==> src/rtl/ssup_pkg.sv <==
package ssup_pkg;
  // Control-to-datapath strobes
  typedef struct packed {
    logic runOk;
    logic rampClear;
    logic rampAdvance;
  } ssup_strobe_t;
endpackage

==> src/rtl/ssup_hyst.sv <==
module ssup_hyst #(
  parameter int W         = 12,
  parameter int SET_LVL   = 880,
  parameter int CLR_LVL   = 830,
  parameter bit SET_BELOW = 1'b0
) (
  input  logic         clk,
  input  logic         rst_n,
  input  logic [W-1:0] sample,
  output logic         flag
);
  localparam logic [W-1:0] SET_C = W'(SET_LVL);
  localparam logic [W-1:0] CLR_C = W'(CLR_LVL);

  logic setCond;
  logic clrCond;

  generate
    if (SET_BELOW) begin : g_low
      assign setCond = sample < SET_C;
      assign clrCond = sample >= CLR_C;
    end else begin : g_high
      assign setCond = sample >= SET_C;
      assign clrCond = sample < CLR_C;
    end
  endgenerate

  always_ff @(posedge clk or negedge rst_n) begin
    if (!rst_n)                flag <= 1'b0;
    else if (!flag && setCond) flag <= 1'b1;
    else if (flag && clrCond)  flag <= 1'b0;
  end


  hyst_hold_set_chk: assert property (@(posedge clk) disable iff (!rst_n)
    (flag && !clrCond) |=> flag);

  hyst_hold_clr_chk: assert property (@(posedge clk) disable iff (!rst_n)
    (!flag && !setCond) |=> !flag);
endmodule

==> src/rtl/ssup_ctrl.sv <==
module ssup_ctrl
  import ssup_pkg::*;
#(
  parameter int CODE_W    = 12,
  parameter int TEMP_W    = 8,
  parameter int UV_ON     = 880,
  parameter int UV_OFF    = 830,
  parameter int LINE_ON   = 330,
  parameter int LINE_OFF  = 300,
  parameter int SD_ENTER  = 55,
  parameter int SD_EXIT   = 75,
  parameter int OT_ON     = 160,
  parameter int OT_OFF    = 130,
  parameter int OV_MARGIN = 30,
  parameter int TICK_DIV  = 4
) (
  input  logic              clk,
  input  logic              rst_n,
  input  logic [CODE_W-1:0] supplyCode,
  input  logic [CODE_W-1:0] lineCode,
  input  logic [TEMP_W-1:0] tempCode,
  output ssup_strobe_t      strobe,
  output logic              ovFlag,
  output logic              sdFlag
);
  localparam int DIV_W = (TICK_DIV > 1) ? $clog2(TICK_DIV) : 1;
  localparam logic [DIV_W-1:0] DIV_LAST = DIV_W'(TICK_DIV - 1);
  localparam logic [CODE_W:0]  OV_C = (CODE_W+1)'(OV_MARGIN);

  logic uvOk;
  logic lineOk;
  logic otFlag;
  logic [DIV_W-1:0] divQ;
  logic allOk;
  logic tick;

  ssup_hyst #(.W(CODE_W), .SET_LVL(UV_ON), .CLR_LVL(UV_OFF), .SET_BELOW(1'b0))
    u_uv (.clk(clk), .rst_n(rst_n), .sample(supplyCode), .flag(uvOk));
  ssup_hyst #(.W(CODE_W), .SET_LVL(LINE_ON), .CLR_LVL(LINE_OFF), .SET_BELOW(1'b0))
    u_line (.clk(clk), .rst_n(rst_n), .sample(lineCode), .flag(lineOk));
  ssup_hyst #(.W(CODE_W), .SET_LVL(SD_ENTER), .CLR_LVL(SD_EXIT), .SET_BELOW(1'b1))
    u_sd (.clk(clk), .rst_n(rst_n), .sample(lineCode), .flag(sdFlag));
  ssup_hyst #(.W(TEMP_W), .SET_LVL(OT_ON + 1), .CLR_LVL(OT_OFF), .SET_BELOW(1'b0))
    u_ot (.clk(clk), .rst_n(rst_n), .sample(tempCode), .flag(otFlag));

  // Line too close to the supply: high side only
  always_ff @(posedge clk or negedge rst_n) begin
    if (!rst_n) ovFlag <= 1'b0;
    else        ovFlag <= ({1'b0, lineCode} + OV_C) > {1'b0, supplyCode};
  end

  assign allOk = uvOk && lineOk && !sdFlag && !otFlag;

  generate
    if (TICK_DIV > 1) begin : g_div
      always_ff @(posedge clk or negedge rst_n) begin
        if (!rst_n)              divQ <= '0;
        else if (!allOk)         divQ <= '0;
        else if (divQ == DIV_LAST) divQ <= '0;
        else                     divQ <= divQ + 1'b1;
      end
      assign tick = allOk && (divQ == DIV_LAST);


      tick_spacing_chk: assert property (@(posedge clk) disable iff (!rst_n)
        tick |=> !tick);
    end else begin : g_nodiv
      assign divQ = '0;
      assign tick = allOk;
    end
  endgenerate

  assign strobe.runOk       = allOk;
  assign strobe.rampClear   = !allOk;
  assign strobe.rampAdvance = tick;


  clear_excl_chk: assert property (@(posedge clk) disable iff (!rst_n)
    !(strobe.rampClear && strobe.rampAdvance));
endmodule

==> src/rtl/ssup_ramp.sv <==
module ssup_ramp
  import ssup_pkg::*;
#(
  parameter int RAMP_W     = 12,
  parameter int STEP_W     = 8,
  parameter int DUTY_W     = 8,
  parameter int RAMP_START = 120,
  parameter int RAMP_TOP   = 800,
  parameter int DUTY_MIN   = 32,
  parameter int DUTY_MAX   = 235
) (
  input  logic              clk,
  input  logic              rst_n,
  input  ssup_strobe_t      strobe,
  input  logic [STEP_W-1:0] rampStep,
  output logic              switchEn,
  output logic [DUTY_W-1:0] dutyCeiling
);
  localparam logic [RAMP_W:0]   TOP_C   = (RAMP_W+1)'(RAMP_TOP);
  localparam logic [RAMP_W-1:0] TOP_R   = RAMP_W'(RAMP_TOP);
  localparam logic [RAMP_W-1:0] START_R = RAMP_W'(RAMP_START);
  localparam logic [31:0] SPAN  = 32'(RAMP_TOP - RAMP_START);
  localparam logic [31:0] DSPAN = 32'(DUTY_MAX - DUTY_MIN);
  localparam logic [31:0] DMIN  = 32'(DUTY_MIN);

  logic [RAMP_W-1:0] rampQ;
  logic [RAMP_W:0]   rampSum;
  logic [31:0]       offs;
  logic [31:0]       scaled;

  assign rampSum = {1'b0, rampQ} + (RAMP_W+1)'(rampStep);

  always_ff @(posedge clk or negedge rst_n) begin
    if (!rst_n)                  rampQ <= '0;
    else if (strobe.rampClear)   rampQ <= '0;
    else if (strobe.rampAdvance) rampQ <= (rampSum > TOP_C) ? TOP_R : rampSum[RAMP_W-1:0];
  end

  assign switchEn = strobe.runOk && (rampQ >= START_R);

  always_comb begin
    offs   = 32'(rampQ) - 32'(START_R);
    scaled = (offs * DSPAN) / SPAN + DMIN;
    dutyCeiling = switchEn ? scaled[DUTY_W-1:0] : '0;
  end


  ramp_cap_chk: assert property (@(posedge clk) disable iff (!rst_n)
    rampQ <= TOP_R);

  ramp_clear_chk: assert property (@(posedge clk) disable iff (!rst_n)
    strobe.rampClear |=> rampQ == '0);

  ramp_monotone_chk: assert property (@(posedge clk) disable iff (!rst_n)
    !strobe.rampClear |=> rampQ >= $past(rampQ));
endmodule

==> src/rtl/softstart_supervisor.sv <==
module softstart_supervisor
  import ssup_pkg::*;
#(
  parameter int CODE_W     = 12,
  parameter int TEMP_W     = 8,
  parameter int STEP_W     = 8,
  parameter int DUTY_W     = 8,
  parameter int RAMP_W     = 12,
  parameter int UV_ON      = 880,
  parameter int UV_OFF     = 830,
  parameter int LINE_ON    = 330,
  parameter int LINE_OFF   = 300,
  parameter int SD_ENTER   = 55,
  parameter int SD_EXIT    = 75,
  parameter int OT_ON      = 160,
  parameter int OT_OFF     = 130,
  parameter int OV_MARGIN  = 30,
  parameter int TICK_DIV   = 4,
  parameter int RAMP_START = 120,
  parameter int RAMP_TOP   = 800,
  parameter int DUTY_MIN   = 32,
  parameter int DUTY_MAX   = 235
) (
  input  logic              clk,
  input  logic              rst_n,
  input  logic [CODE_W-1:0] supplyCode,
  input  logic [CODE_W-1:0] lineCode,
  input  logic [TEMP_W-1:0] tempCode,
  input  logic [STEP_W-1:0] rampStep,
  output logic              switchEn,
  output logic              highSideInhibit,
  output logic [DUTY_W-1:0] dutyCeiling,
  output logic              shutdownMode
);
  localparam logic [DUTY_W-1:0] DMIN_C = DUTY_W'(DUTY_MIN);
  localparam logic [DUTY_W-1:0] DMAX_C = DUTY_W'(DUTY_MAX);

  ssup_strobe_t strobe;
  logic ovFlag;
  logic sdFlag;

  ssup_ctrl #(
    .CODE_W(CODE_W), .TEMP_W(TEMP_W), .UV_ON(UV_ON), .UV_OFF(UV_OFF),
    .LINE_ON(LINE_ON), .LINE_OFF(LINE_OFF), .SD_ENTER(SD_ENTER), .SD_EXIT(SD_EXIT),
    .OT_ON(OT_ON), .OT_OFF(OT_OFF), .OV_MARGIN(OV_MARGIN), .TICK_DIV(TICK_DIV)
  ) u_ctrl (
    .clk(clk), .rst_n(rst_n), .supplyCode(supplyCode), .lineCode(lineCode),
    .tempCode(tempCode), .strobe(strobe), .ovFlag(ovFlag), .sdFlag(sdFlag)
  );

  ssup_ramp #(
    .RAMP_W(RAMP_W), .STEP_W(STEP_W), .DUTY_W(DUTY_W), .RAMP_START(RAMP_START),
    .RAMP_TOP(RAMP_TOP), .DUTY_MIN(DUTY_MIN), .DUTY_MAX(DUTY_MAX)
  ) u_ramp (
    .clk(clk), .rst_n(rst_n), .strobe(strobe), .rampStep(rampStep),
    .switchEn(switchEn), .dutyCeiling(dutyCeiling)
  );

  assign highSideInhibit = ovFlag;
  assign shutdownMode    = sdFlag;


  sd_blocks_run_chk: assert property (@(posedge clk) disable iff (!rst_n)
    shutdownMode |-> !switchEn);

  duty_range_chk: assert property (@(posedge clk) disable iff (!rst_n)
    switchEn |-> (dutyCeiling >= DMIN_C && dutyCeiling <= DMAX_C));

  duty_idle_chk: assert property (@(posedge clk) disable iff (!rst_n)
    !switchEn |-> dutyCeiling == '0);
endmodule

==> config.mk <==
export PLATFORM = sky130hd
export DESIGN_NAME = softstart_supervisor
export DESIGN_NICKNAME = d
export VERILOG_FILES = /design/src/rtl/ssup_pkg.sv /design/src/rtl/ssup_hyst.sv /design/src/rtl/ssup_ctrl.sv /design/src/rtl/ssup_ramp.sv /design/src/rtl/softstart_supervisor.sv
export SDC_FILE = /design/constraint.sdc
export NUM_CORES = 1
export LEC_CHECK = 0
export BUFFER_PORTS_ARGS = -buffer_cell sky130_fd_sc_hd__buf_2
export CAP_MARGIN = 10
export CORE_ASPECT_RATIO = 0.8
export CORE_MARGIN = 1.5
export CORE_UTILIZATION = 30
export DETAILED_ROUTE_END_ITERATION = 10
export SLEW_MARGIN = 20
export SYNTH_ARGS = -nofsm -noshare
export SYNTH_HDL_FRONTEND = slang
export SYNTH_HIERARCHICAL = 1
export SYNTH_SLANG_ARGS = --single-unit
==> constraint.sdc <==
create_clock -name clk -period 15.4 [get_ports clk]
set_input_delay 3.08 -clock clk [delete_from_list [all_inputs] [get_ports clk]]
set_output_delay 3.08 -clock clk [all_outputs]
set_load 0.05 [all_outputs]
==> results of run 1 <==
Yosys cell counts (all sizes together) (5+ instances only):
cell type,instances,area share (%)
xor2,28,2.9
clkbuf,16,0.66
nor3b,5,0.41
o21a,13,1.1
o2111ai,6,0.58
o22ai,13,1.3
nor4,13,0.97
or2,8,0.58
xnor2,61,6.0
a22oi,9,0.80
o211ai,31,2.7
mux2i,20,2.4
a31o,9,0.87
o211a,8,0.88
a211oi,26,2.6
a21o,10,0.83
or4,6,0.54
a21oi,90,5.5
buf,35,2.5
nand2,92,3.9
o221ai,10,1.2
o31ai,13,1.1
and3,13,0.95
a311oi,5,0.55
nor3,45,3.0
o311ai,8,1.1
nand3,32,1.8
mux2,10,1.3
a22o,11,1.1
nand4,16,1.3
o21bai,9,0.75
ha,80,11
and2,18,1.2
inv,110,4.6
nor2,106,4.5
or3,13,0.95
a31oi,24,2.1
o21ai,70,4.0
dfrtp,19,5.3
fa,28,6.2
a211o,10,0.97
critical path, delay by kind of cell, from the launching register on:
family | cells | cell delay [ns]
adder cells (fa/ha/maj) | 6 | 1.90
AND/OR/NAND/NOR | 8 | 2.17
buffers and inverters | 15 | 2.00
AO/OA/AOI/OAI | 26 | 5.57
flip-flops | 1 | 0.40
multiplexers | 2 | 0.57
worst min path at each step:
stage | start | to | depth (start not counted)
after global routing | u_ctrl/divQ[0]$_DFF_PN0_ | u_ctrl/divQ[0]$_DFF_PN0_ | 1
after CTS | u_ctrl/divQ[0]$_DFF_PN0_ | u_ctrl/divQ[0]$_DFF_PN0_ | 1
after floorplan | u_ctrl/divQ[0]$_DFF_PN0_ | u_ctrl/divQ[0]$_DFF_PN0_ | 1
after detailed placement | u_ctrl/divQ[0]$_DFF_PN0_ | u_ctrl/divQ[0]$_DFF_PN0_ | 1
after global placement | u_ctrl/divQ[0]$_DFF_PN0_ | u_ctrl/divQ[0]$_DFF_PN0_ | 1
final | u_ctrl/divQ[0]$_DFF_PN0_ | u_ctrl/divQ[0]$_DFF_PN0_ | 1
flip-flops by register name, indices dropped and copies added (netlist names):
register / flops
u_ctrl/ovFlag: 1
u_ctrl/u_uv/flag: 1
u_ctrl/u_sd/flag: 1
u_ctrl/u_line/flag: 1
u_ctrl/u_ot/flag: 1
u_ctrl/divQ: 2
u_ramp/rampQ: 12
cell families after synthesis:
| logic type | count (synthesis) | synth area share (%) |
|---|---|---|
| flops | 19 | 5.254 |
| buf+inv | 162 | 7.770 |
| fa+ha+maj | 111 | 17.60 |
| mux | 30 | 3.719 |
| xor+xnor | 89 | 8.862 |
| compound gates | 423 | 35.61 |
| simple gates | 381 | 21.18 |
metrics by stage:
stage	area, sq um	instances	TNS (ns)	setup slack, ns	utilization [%]
after floorplan	9574	1215	-0.05257	-0.05257	-
after global placement	12560	1961	-1.191	-0.6002	42.57
after detailed placement	12560	1961	-1.296	-0.6596	42.57
after CTS	13760	2013	-0.7388	-0.4153	46.66
after global routing	14150	2027	-2.700	-1.151	47.96
final	14150	2027	-1.165	-0.6030	47.96
final cells by class:
cell class	instances	area [sq um]	share of cell area (%)
Multi-Input combinational cell	1035	9311	65.82
Timing Repair Buffer	452	3347	23.66
Tap cell	406	508.0	3.591
Sequential cell	19	480.5	3.396
Inverter	111	417.9	2.954
Clock buffer	3	75.07	0.5306
Clock inverter	1	7.507	0.05306
routing by layer:
metal / wire length [um] / part of all wire (%) / vias up
li1: - / - / 5358
met1: 14900 / 49 / 5174
met2: 13680 / 45 / 320
met3: 1418 / 4.7 / 30
met4: 261 / 0.86 / 0
met5: 0 / 0 / -
timing repair:
action	in CTS	in global routing
hold buffers	0	0
gates cloned	1	0
buffers inserted	47	14
endpoints found under the setup margin	3	3
pin swaps	85	18
resized for setup	135	52
==> out/metrics.yaml, run 1 <==
final_layout:
  final_cell_mix: "buf_4 (386), inv_1 (106), nor2_1 (89)"
  final_common_cell: "buf_4"
  antenna_cells: 0
  nNetsFinal: 1772
  syn2layout_area_growth_pct: 56.32
  fillers: 2805
  layout-drive-gt1-share_pct: 44.60
floorplan:
  io_pins: 53
  die_h_um: 158.4
  num_rows: 56
  dieWidth_um: 197.2
  core-area_sq_um: 29500
  dieArea_sq_um: 31220
  start_util_pct: 30.68
global_route:
  grt-ovfl-total: 0
  antenna_found_initial: 0
  grt_first_pass_wirelength_um: 49620
  globalRouteMet2Util_pct: 30.73
  grt_pass1_vias: 10230
  grt.met3_usage_pct: 0.4872
  top_usage_layer: "met2"
  grt_usage_pct: 18.67
  use_met1_pct: 27.99
  grt_max_degree: 20
sta:
  slew_headroom_pct: 36.85
  period_minus_slack_ns: 16.00
  tightest_slew_ns: 0.9405
  slew_viol_final: 0
  finalHoldWorstSlack_ns: 0.4530
  setup_viol: 2
  setup_ws_ns: -0.6030
  hold_viol: 0
  rsz0062_at_grt: "yes"
  fin_skew_ns: 0.005841
  fmax_mhz: 62.49
  min_period_over_period_pct: 103.9
critical_path:
  worstSetupStartpointType: "register"
  max_stage_delay_ns: 0.55
  r2r_start: "u_ramp/rampQ[0]$_DFFE_PN0P_"
  cp_max_fo: 6
  crit_end: "dutyCeiling[1]"
  arrival_ns: 12.92
  cp_slowest_cell: "or4b_4"
  crit_type: "register to output pin"
  worst_r2r_path_depth: 18
  cp-end-kind: "output pin"
  cp_common_cell: "buf_4"
  critPathLaunch: "u_ramp/rampQ[3]$_DFFE_PN0P_"
  r2r-end: "u_ramp/rampQ[1]$_DFFE_PN0P_"
  crit_required_ns: 12.32
  r2r_slack_ns: 11.62
place:
  routabilityCongestion: 0.8830
  port_buffers: 52
  dpl.hpwl_um: 23420
routing:
  drtIter0Drc: 877
  routed-via-count: 10880
  drt_wl_total_um: 30270
  dr.pass1.iters: 5
  wl_per_cell_um: 14.93
  drc: 0
  vias_per_cell: 5.369
  drtAntennaViolNets: 0
yosys:
  yosysWarnings: 6
  syn_area_sq_um: 9050
  synth_enable_flop_cells: 0
  synthFlopType: "dfrtp_1"
  postSynthCellCount: 1215
  avgSynthCellArea_sq_um: 7.449
  yosys_register_bits: 19
  synth_cell_type_count: 112
  synth.net_count: 1365
  ys_seq_area_share_pct: 5.254
  async_reset_ff_share_pct: 100.0
clock_tree:
  clkSlewWorstSetupHoldPaths_ns: 0.06
  cts_tree: "done"
  cts-root-buf: "clkbuf_16"
  worstSkewPairLatency_ns: 0.25
  cts.path.max_buffers: 2
  clock_sinks: 19
  h-tree-depth: 1
  numCtsBuffers: 3
outcome:
  violations: "negative setup slack"
  status: "finished, violations left"
flow_run:
  cap_violations: 0
worst_hold_path:
  hold_path.class: "register to register"
Power of run 1 is not shown: default switching activity piles up to over one toggle a cycle in this logic, so the estimate is an artifact.
==> run 2, diff against run 1 <==
--- a/config.mk
+++ b/config.mk
@@ -7,7 +7,7 @@
 export LEC_CHECK = 0
 export BUFFER_PORTS_ARGS = -buffer_cell sky130_fd_sc_hd__buf_2
 export CAP_MARGIN = 10
-export CORE_ASPECT_RATIO = 0.8
+export CORE_ASPECT_RATIO = 2
 export CORE_MARGIN = 1.5
 export CORE_UTILIZATION = 30
 export DETAILED_ROUTE_END_ITERATION = 10
==> out/metrics.yaml, run 2 (same netlist as run 1, synthesis figures left out) <==
sta:
  period_minus_slack_ns: 16.23  # was 16.00 ns
  slew_headroom_pct: 34.40  # was 36.85%
  rsz0062_at_grt: "yes"  # unchanged
  fin_skew_ns: 0.002156  # was 0.005841 ns
  slew_viol_final: 0  # unchanged
  setup_ws_ns: -0.8315  # was -0.6030 ns
  tightest_slew_ns: 0.9770  # was 0.9405 ns
  fmax_mhz: 61.61  # was 62.49 MHz
  min_period_over_period_pct: 105.4  # was 103.9%
  setup_viol: 3  # was 2
  hold_viol: 0  # unchanged
routing:
  vias_per_cell: 5.605  # was 5.369
  routed-via-count: 11560  # was 10.88k
  drtIter0Drc: 391  # was 877
  drc: 0  # unchanged
  wl_per_cell_um: 16.77  # was 14.93 um
  drtAntennaViolNets: 0  # unchanged
  dr.pass1.iters: 5  # unchanged
  drt_wl_total_um: 34590  # was 30,270 um
place:
  routabilityCongestion: 0.9371  # was 0.8830
  dp.cells: 1973  # was 1,961
  dpl.hpwl_um: 27860  # was 23,420 um
  port_buffers: 52  # unchanged
global_route:
  grt_pass1_vias: 12010  # was 10.23k
  antenna_found_initial: 0  # unchanged
  grt_usage_pct: 20.69  # was 18.67%
  top_usage_layer: "met2"  # unchanged
  grt_max_degree: 20  # unchanged
  use_met1_pct: 16.80  # was 27.99%
  grt.met3_usage_pct: 0.7745  # was 0.4872%
  grt-ovfl-total: 0  # unchanged
  globalRouteMet2Util_pct: 45.04  # was 30.73%
  grt_first_pass_wirelength_um: 54260  # was 49,620 um
critical_path:
  cp_slowest_cell: "or4_4"  # was or4b_4
  crit_type: "register to output pin"  # unchanged
  cp_max_fo: 7  # was 6
  crit_required_ns: 12.32  # about the same
  cp_common_cell: "buf_4"  # unchanged
  max_stage_delay_ns: 0.56  # was 0.55 ns
  cp-end-kind: "output pin"  # unchanged
  arrival_ns: 13.15  # was 12.92 ns
  worstSetupStartpointType: "register"  # unchanged
clock_tree:
  cts_tree: "done"  # unchanged
  cts_hold_buffers: 0  # unchanged
  cts-root-buf: "clkbuf_16"  # unchanged
  clock_sinks: 19  # unchanged
  clkSlewWorstSetupHoldPaths_ns: 0.06  # about the same
  worstSkewPairLatency_ns: 0.25  # about the same
  cts.path.max_buffers: 2  # unchanged
  numCtsBuffers: 3  # unchanged
  h-tree-depth: 1  # unchanged
final_layout:
  layout-drive-gt1-share_pct: 47.82  # was 44.60%
  regMostFlops: "u_ramp/rampQ"  # unchanged
  nNetsFinal: 1849  # was 1,772
  antenna_cells: 0  # unchanged
  largest_reg_flops: 12  # unchanged
  syn2layout_area_growth_pct: 64.22  # was 56.32%
  layout.cells.non_filler: 2062  # was 2,027
  final_cell_mix: "buf_4 (447), inv_1 (101), nor2_1 (91)"  # was buf_4 (386), inv_1 (106), nor2_1 (89)
  top_regs: "u_ramp/rampQ (12), u_ctrl/divQ (2)"  # unchanged
  fin_util_pct: 50.17  # was 47.96%
  final_common_cell: "buf_4"  # unchanged
floorplan:
  die_h_um: 248.6  # was 158.4 um
  num_rows: 89  # was 56
  start_util_pct: 30.55  # was 30.68%
  core-area_sq_um: 29620  # was 29,500 sq um
  dieArea_sq_um: 31280  # was 31,220 sq um
  dieWidth_um: 125.8  # was 197.2 um
  io_pins: 53  # unchanged
flow_run:
  cap_violations: 0  # unchanged
outcome:
  violations: "negative setup slack"  # unchanged
  status: "finished, violations left"  # unchanged
worst_hold_path:
  hold_path.class: "register to register"  # unchanged
-- run 2: cell count changes in the layout (fill, tap and decap cells not counted), sizes merged --
cell,before,now
buf,452,530
a31oi,25,24
clkbuf,3,4
clkinvlp,1,0
-- run 2: worst max-delay path, delay by kind of cell (launching register included) --
family,cells,cell delay (ns)
xor gates and xnor gates,2,0.38
muxes,1,0.32
and+or+nand+nor,14,3.08
buffers and inverters,15,2.11
AOI/OAI and AO/OA,22,4.56
DFF,1,0.45
adders and majority gates,6,2.00
-- run 2: layer usage --
layer / wire length (um) / vias up
li1: - / 5502
met1: 10900 / 5546
met2: 20070 / 332
met3: 723 / 177
met4: 2901 / 0
met5: 0 / -
-- run 2: area by class of cell --
cell class	instances	area (sq um)
inverters	111	420.4
fillers	2776	14760
well taps	364	455.4
multi-input cells	1034	9413
clock buffers	4	78.83
flip-flops and latches	19	480.5
repair buffers	530	4014
-- run 2: final timing paths --
kind,cells after the start,end,slack (ns),start
setup / recovery,60,dutyCeiling[0],-0.83,u_ramp/rampQ[4]$_DFFE_PN0P_
hold / removal,1,u_ctrl/divQ[0]$_DFF_PN0_,0.44,u_ctrl/divQ[0]$_DFF_PN0_
setup reg to reg,18,u_ramp/rampQ[1]$_DFFE_PN0P_,11.29,u_ramp/rampQ[0]$_DFFE_PN0P_
hold reg to reg,1,u_ctrl/divQ[0]$_DFF_PN0_,0.44,u_ctrl/divQ[0]$_DFF_PN0_
max in group asynchronous,1,u_ramp/rampQ[7]$_DFFE_PN0P_,12.30,rst_n
min in group asynchronous,1,u_ctrl/u_uv/flag$_DFFE_PN0P_,2.76,rst_n
-- run 2: metrics by stage --
stage | instance area [sq um] | setup WS (ns) | TNS, ns | hold WS, ns
5_1_grt | 14860 | -1.344 | -3.229 | 0.4742
2_1_floorplan | 9574 | -0.05257 | -0.05257 | 0.4150
4_1_cts | 13790 | -0.7267 | -1.453 | 0.4420
6_report | 14860 | -0.8315 | -1.783 | 0.4367
3_3_place_gp | 12940 | -0.8284 | -1.782 | 0.4248
3_5_place_dp | 12940 | -1.090 | -2.576 | 0.4350
-- run 2: what timing repair did --
item,CTS,global route
buffers inserted,33,52
pin swaps,51,77
setup endpoints to repair,3,3
resized for setup,101,122
gates cloned,0,0
Power of run 2 is left out for the same reason.
